File: config.mk
export PLATFORM = sky130hd
export DESIGN_NAME = irq_aggregator
export DESIGN_NICKNAME = d
export VERILOG_FILES = /design/src/rtl/irq_agg_pkg.sv /design/src/rtl/irq_group.sv /design/src/rtl/irq_map_store.sv /design/src/rtl/irq_reg_port.sv /design/src/rtl/irq_aggregator.sv
export SDC_FILE = /design/constraint.sdc
export NUM_CORES = 1
export LEC_CHECK = 0
export ABC_AREA = 1
export CAP_MARGIN = 25
export CORE_MARGIN = 1.5
export CORE_UTILIZATION = 35
export CTS_CLUSTER_SIZE = 14
export DETAILED_ROUTE_END_ITERATION = 8
export PLACE_DENSITY = 0.7
export SYNTH_ARGS = -nofsm -noshare
export SYNTH_HDL_FRONTEND = slang
export SYNTH_HIERARCHICAL = 1
export SYNTH_SLANG_ARGS = --single-unit
File: constraint.sdc
create_clock -name clk -period 1.5 [get_ports clk]
set_input_delay 0.3 -clock clk [delete_from_list [all_inputs] [get_ports clk]]
set_output_delay 0.3 -clock clk [all_outputs]
set_load 0.01 [all_outputs]
File: src/rtl/irq_agg_pkg.sv
package irq_agg_pkg;

    localparam int SRC_W   = 8;
    localparam int ADDR_W  = 8;
    localparam int DATA_W  = SRC_W;
    localparam int GROUPS  = 2;
    localparam int MAP_REGS = 3;
    localparam int GRP_STRIDE = 8;

    typedef logic [SRC_W-1:0]  src_vec_t;
    typedef logic [ADDR_W-1:0] addr_t;

    typedef enum logic [ADDR_W-1:0] {
        OFS_STAT0   = 8'h80,
        OFS_MASK0   = 8'h84,
        OFS_STAT1   = 8'h88,
        OFS_MASK1   = 8'h8C,
        OFS_MAPSTAT = 8'h90,
        OFS_MAPM0   = 8'h94,
        OFS_MAPM1   = 8'h98,
        OFS_MAPPOL  = 8'h9C,
        OFS_TCLR    = 8'hA0,
        OFS_ERRSTAT = 8'hA4
    } reg_ofs_e;

    typedef struct packed {
        src_vec_t status;
        src_vec_t mask;
    } grp_state_t;

    // set has priority over clear on the same bit
    function automatic src_vec_t next_status(src_vec_t cur, src_vec_t set_v, src_vec_t clr_v);
        return (cur & ~clr_v) | set_v;
    endfunction

    function automatic addr_t stat_ofs(int g);
        return addr_t'(OFS_STAT0) + addr_t'(g * GRP_STRIDE);
    endfunction

    function automatic addr_t mask_ofs(int g);
        return addr_t'(OFS_MASK0) + addr_t'(g * GRP_STRIDE);
    endfunction

    function automatic addr_t map_ofs(int i);
        return addr_t'(OFS_MAPM0) + addr_t'(i * 4);
    endfunction

endpackage

File: src/rtl/irq_group.sv
module irq_group
    import irq_agg_pkg::*;
(
    input  logic       clk,
    input  logic       rst,
    input  src_vec_t   raise_i,
    input  src_vec_t   lower_i,
    input  logic       mask_we_i,
    input  src_vec_t   mask_wdata_i,
    output grp_state_t state_o,
    output logic       line_o
);

    grp_state_t state_q;

    always_ff @(posedge clk) begin
        if (rst) begin
            state_q <= '0;
        end else begin
            state_q.status <= next_status(state_q.status, raise_i, lower_i);
            if (mask_we_i) begin
                state_q.mask <= mask_wdata_i;
            end
        end
    end

    assign state_o = state_q;
    assign line_o  = |(state_q.status & state_q.mask);

    AST_GRP_RESET_CLEAR: assert property (@(posedge clk)
        rst |=> (state_o == '0 && !line_o));

    AST_RAISE_SETS: assert property (@(posedge clk) disable iff (rst)
        (|raise_i) |=> ((state_o.status & $past(raise_i)) == $past(raise_i)));

    AST_LOWER_CLEARS: assert property (@(posedge clk) disable iff (rst)
        (|(lower_i & ~raise_i)) |=> ((state_o.status & $past(lower_i & ~raise_i)) == '0));

    AST_STATUS_ONLY_BY_REQ: assert property (@(posedge clk) disable iff (rst)
        (raise_i == '0 && lower_i == '0) |=> $stable(state_o.status));

    AST_MASK_HELD: assert property (@(posedge clk) disable iff (rst)
        !mask_we_i |=> $stable(state_o.mask));

endmodule

File: src/rtl/irq_map_store.sv
module irq_map_store
    import irq_agg_pkg::*;
(
    input  logic     clk,
    input  logic     rst,
    input  logic     wr_i,
    input  addr_t    addr_i,
    input  src_vec_t wdata_i,
    output src_vec_t map_o [MAP_REGS]
);

    for (genvar i = 0; i < MAP_REGS; i++) begin : g_map
        src_vec_t val_q;
        always_ff @(posedge clk) begin
            if (rst) begin
                val_q <= '0;
            end else if (wr_i && addr_i == map_ofs(i)) begin
                val_q <= wdata_i;
            end
        end
        assign map_o[i] = val_q;

        AST_MAP_RESET_CLEAR: assert property (@(posedge clk)
            rst |=> (map_o[i] == '0));
    end

endmodule

File: src/rtl/irq_reg_port.sv
module irq_reg_port
    import irq_agg_pkg::*;
(
    input  logic       wr_i,
    input  addr_t      addr_i,
    input  grp_state_t grp_i [GROUPS],
    input  src_vec_t   map_i [MAP_REGS],
    output logic       mask_we_o [GROUPS],
    output src_vec_t   rdata_o
);

    for (genvar g = 0; g < GROUPS; g++) begin : g_dec
        assign mask_we_o[g] = wr_i && (addr_i == mask_ofs(g));
    end

    always_comb begin
        rdata_o = '0;
        for (int g = 0; g < GROUPS; g++) begin
            if (addr_i == stat_ofs(g)) rdata_o = grp_i[g].status;
            if (addr_i == mask_ofs(g)) rdata_o = grp_i[g].mask;
        end
        for (int i = 0; i < MAP_REGS; i++) begin
            if (addr_i == map_ofs(i)) rdata_o = map_i[i];
        end
    end

    always_comb begin
        if (addr_i == addr_t'(OFS_TCLR) || addr_i == addr_t'(OFS_ERRSTAT)
            || addr_i == addr_t'(OFS_MAPSTAT)) begin
            AST_ZERO_OFFSETS: assert (rdata_o == '0);
        end
    end

endmodule

File: src/rtl/irq_aggregator.sv
module irq_aggregator
    import irq_agg_pkg::*;
(
    input  logic       clk,
    input  logic       rst,
    input  logic [7:0] raise0_i,
    input  logic [7:0] lower0_i,
    input  logic [7:0] raise1_i,
    input  logic [7:0] lower1_i,
    input  logic       reg_wr_i,
    input  logic [7:0] reg_addr_i,
    input  logic [7:0] reg_wdata_i,
    output logic [7:0] reg_rdata_o,
    output logic       irq0_o,
    output logic       irq1_o
);

    src_vec_t   raise_v [GROUPS];
    src_vec_t   lower_v [GROUPS];
    grp_state_t grp_st  [GROUPS];
    logic       grp_line [GROUPS];
    logic       mask_we [GROUPS];
    src_vec_t   map_v   [MAP_REGS];

    assign raise_v[0] = raise0_i;
    assign raise_v[1] = raise1_i;
    assign lower_v[0] = lower0_i;
    assign lower_v[1] = lower1_i;

    for (genvar g = 0; g < GROUPS; g++) begin : g_grp
        irq_group u_grp (
            .clk          (clk),
            .rst          (rst),
            .raise_i      (raise_v[g]),
            .lower_i      (lower_v[g]),
            .mask_we_i    (mask_we[g]),
            .mask_wdata_i (reg_wdata_i),
            .state_o      (grp_st[g]),
            .line_o       (grp_line[g])
        );
    end

    irq_map_store u_map (
        .clk     (clk),
        .rst     (rst),
        .wr_i    (reg_wr_i),
        .addr_i  (reg_addr_i),
        .wdata_i (reg_wdata_i),
        .map_o   (map_v)
    );

    irq_reg_port u_port (
        .wr_i      (reg_wr_i),
        .addr_i    (reg_addr_i),
        .grp_i     (grp_st),
        .map_i     (map_v),
        .mask_we_o (mask_we),
        .rdata_o   (reg_rdata_o)
    );

    assign irq0_o = grp_line[0];
    assign irq1_o = grp_line[1];

    logic map_wr;
    assign map_wr = reg_wr_i && (reg_addr_i == addr_t'(OFS_MAPM0) || reg_addr_i == addr_t'(OFS_MAPM1)
                                 || reg_addr_i == addr_t'(OFS_MAPPOL));

    AST_MAP_NO_LINE_EFFECT: assert property (@(posedge clk) disable iff (rst)
        (map_wr && raise0_i == '0 && lower0_i == '0 && raise1_i == '0 && lower1_i == '0)
        |=> ($stable(irq0_o) && $stable(irq1_o)));

    AST_GRP0_ISOLATED: assert property (@(posedge clk) disable iff (rst)
        (raise0_i == '0 && lower0_i == '0 && !(reg_wr_i && reg_addr_i == addr_t'(OFS_MASK0)))
        |=> $stable(irq0_o));

    AST_GRP1_ISOLATED: assert property (@(posedge clk) disable iff (rst)
        (raise1_i == '0 && lower1_i == '0 && !(reg_wr_i && reg_addr_i == addr_t'(OFS_MASK1)))
        |=> $stable(irq1_o));

endmodule

==> impl_metrics.tcl <==
set metrics [dict create \
    status "finished with violations" \
    failed_checks "setup timing" \
    ios 61 \
    dieArea_um2 9110 \
    wl_per_cell_um 15.1 \
    maxSlewViolCount 0 \
    grt_max_degree 33 \
    design_area_um2 4490 \
    final-setup-viol-count 9 \
    grt_pass1_vias 3201 \
    grtUsageTotal 0.213 \
    antenna_cells 0 \
    io_buffers 60 \
    fin_crit_ps 1680 \
    drcViolationCount 0 \
    synth_seq_cells 56 \
    critPathTopFamily "simple AND/OR/NAND/NOR gates" \
    rsz0062_at_grt "yes" \
    antenna_found_initial 0 \
    synthesis.nets 500 \
    grt_pass1_wl_mm 14.9 \
    fmax_mhz 595 \
    core_um2 8260 \
    start_kind "primary input" \
    dp.cells 623 \
    crit_type "primary input to output pin" \
    hold_viol_final 0 \
    worstPathCellList "buf_6 -> inv_8 -> nand2_4 -> nor2_4 -> buf_12 -> nand3_2 -> nand3_2 -> nor2_2 -> nand4_1 -> buf_2" \
    ff_latch_area_um2 1150 \
    syn_to_final_growth_pct 50.2 \
    cpPeakStageDelay_ps 210 \
    cts-htree-levels 2 \
    clkLatencyLatePin_ps 310 \
    avgSynthCellArea_um2 6.66 \
    layout.nets 592 \
    power_density_nw_per_um2 648 \
    critPathCaptureType "output pin" \
    crit_top_cell "nand3_2" \
    place_congestion 0.880 \
    fillers 784 \
    cts.path.max_buffers 2 \
    dieWidth_um 95.4 \
    vias 3380 \
    postRouteAntennaNets 0 \
    cp_num_buf_inv 4 \
    reg2reg_slack_ps 710 \
    drv_cap 0 \
    drtIter0Drc 221 \
    worst_path_max_delay_cell "nor2_4" \
    crit_required_ps 1200 \
    p_leak_nw 1.94 \
    clockRootBuffer "clkbuf_8" \
    clock-sinks 56 \
    final_common_cell "nand2_1" \
    cts_tree "built" \
    yosysUniqueCellTypes 18 \
    worstHoldPathType "flop to flop" \
    worst_slack_ps -179 \
    cts_made_buffers 5 \
    yosysWarnings 6 \
    syn_inst 449 \
    start_util 0.362 \
    synth-seq-area-share 0.375 \
    grt-ovfl-total 0 \
    fin_skew_ps 0 \
    via_per_inst 5.22 \
    crit_arrival_ps 1380 \
    finalCritPeriodShare 1.12 \
    tightest_slew_ps 756 \
    syn_area_um2 2990 \
    placed_cell_area_um2 3840 \
    rows 33 \
    die_y_um 95.4 \
    drt-total-wl_mm 9.77 \
    final_cell_mix "nand2_1 (93), nor2_1 (59), inv_1 (49)" \
    worstPathMaxFanout 7 \
    max_slew_margin 0.496 \
    instances_no_fill 647 \
    final_layout_size_suffix_gt1_frac 0.310 \
    peakVddDrop_v 0.000435 \
    final.setup.tns_ps -1310 \
    multi_input_area_um2 1790 \
    hpwl_mm 6.21 \
    post-place-ws_ps -1120 \
    firstDrtPassIters 5 \
    path_clk_slew_ps 100 \
]
[logic make-up (layout without fill, tap and decap cells)]
group,count (synthesis),after routing,synth area share
simple gates,268,270,0.409
flops,56,56,0.375
compound gates,48,48,0.0854
buf+inv,77,168,0.131
[tightest hold or removal path: stages (launching register included)]
cell and delay (ps):
dfxtp_2 340, nand2_1 60, a21oi_1 50
[per-layer routing]
layer  up-vias  wire length, um  global-route usage
met5         -                0                   0
met4         0              433              0.0956
met3        43              758              0.0263
met2       178             4760               0.381
met1      1541             3810               0.252
li1       1618                -                   -
[through the flow]
step / util / hold WS (ps) / total power, mW
5_1_grt: 0.544 / 515 / 3.03
4_1_cts: 0.526 / 489 / 2.91
6_report: 0.544 / 490 / 2.91
3_3_place_gp: 0.465 / 462 / 1.96
3_5_place_dp: 0.465 / 469 / 1.97
2_1_floorplan: - / 417 / 1.72
[final timing paths]
check                                                 from                    endpoint  depth (start not counted)
worst min-delay path             g_grp[1].u_grp/state_o[2]   g_grp[1].u_grp/state_o[2]                          2
worst min register to register   g_grp[1].u_grp/state_o[2]   g_grp[1].u_grp/state_o[2]                          2
worst max-delay path                         reg_addr_i[3]              reg_rdata_o[4]                         10
worst max register to register  g_grp[0].u_grp/state_o[12]  g_grp[0].u_grp/state_o[12]                          3
[where the power goes]
group          switching, mW  internal [mW]
clock                  0.502          0.379
sequential            0.0411           1.52
combinational          0.222          0.248
[synth_stat cells]
| cell | count | area share |
|---|---|---|
| inv_1 | 51 | 0.064 |
| nand3_1 | 73 | 0.12 |
| a21oi_1 | 44 | 0.074 |
| buf_4 | 3 | 0.0075 |
| nor3_4 | 2 | 0.011 |
| a21oi_2 | 4 | 0.012 |
| nor2_4 | 6 | 0.023 |
| nand2_4 | 3 | 0.011 |
| buf_2 | 5 | 0.0084 |
| nand4_1 | 8 | 0.017 |
| nand2_1 | 98 | 0.12 |
| inv_2 | 6 | 0.0075 |
| nor2_1 | 73 | 0.092 |
| nor2_2 | 1 | 0.0021 |
| nand2_2 | 4 | 0.0084 |
| buf_6 | 10 | 0.038 |
| dfxtp_1 | 56 | 0.37 |
| clkinv_4 | 2 | 0.0059 |
[timing repair]
action	4_1_cts	5_1_grt
resized for setup	160	37
setup endpoints to repair	26	18
buffers inserted	9	2
cloned	6	0
hold buffers	0	0
pin swaps	29	31
[final cells by class]
class,count,area share
multi-input cells,318,0.397
well taps,105,0.0292
inverters,59,0.0593
flip-flops and latches,56,0.257
clock inverters,2,0.00306
clock buffers,6,0.0184
repair buffers,101,0.236
[registers in the layout (all words and copies together) (netlist names)]
signal and flops:
u_map/g_map.val_q 24, g_grp.u_grp/state_o 32
(Power assumes the default switching activity.)
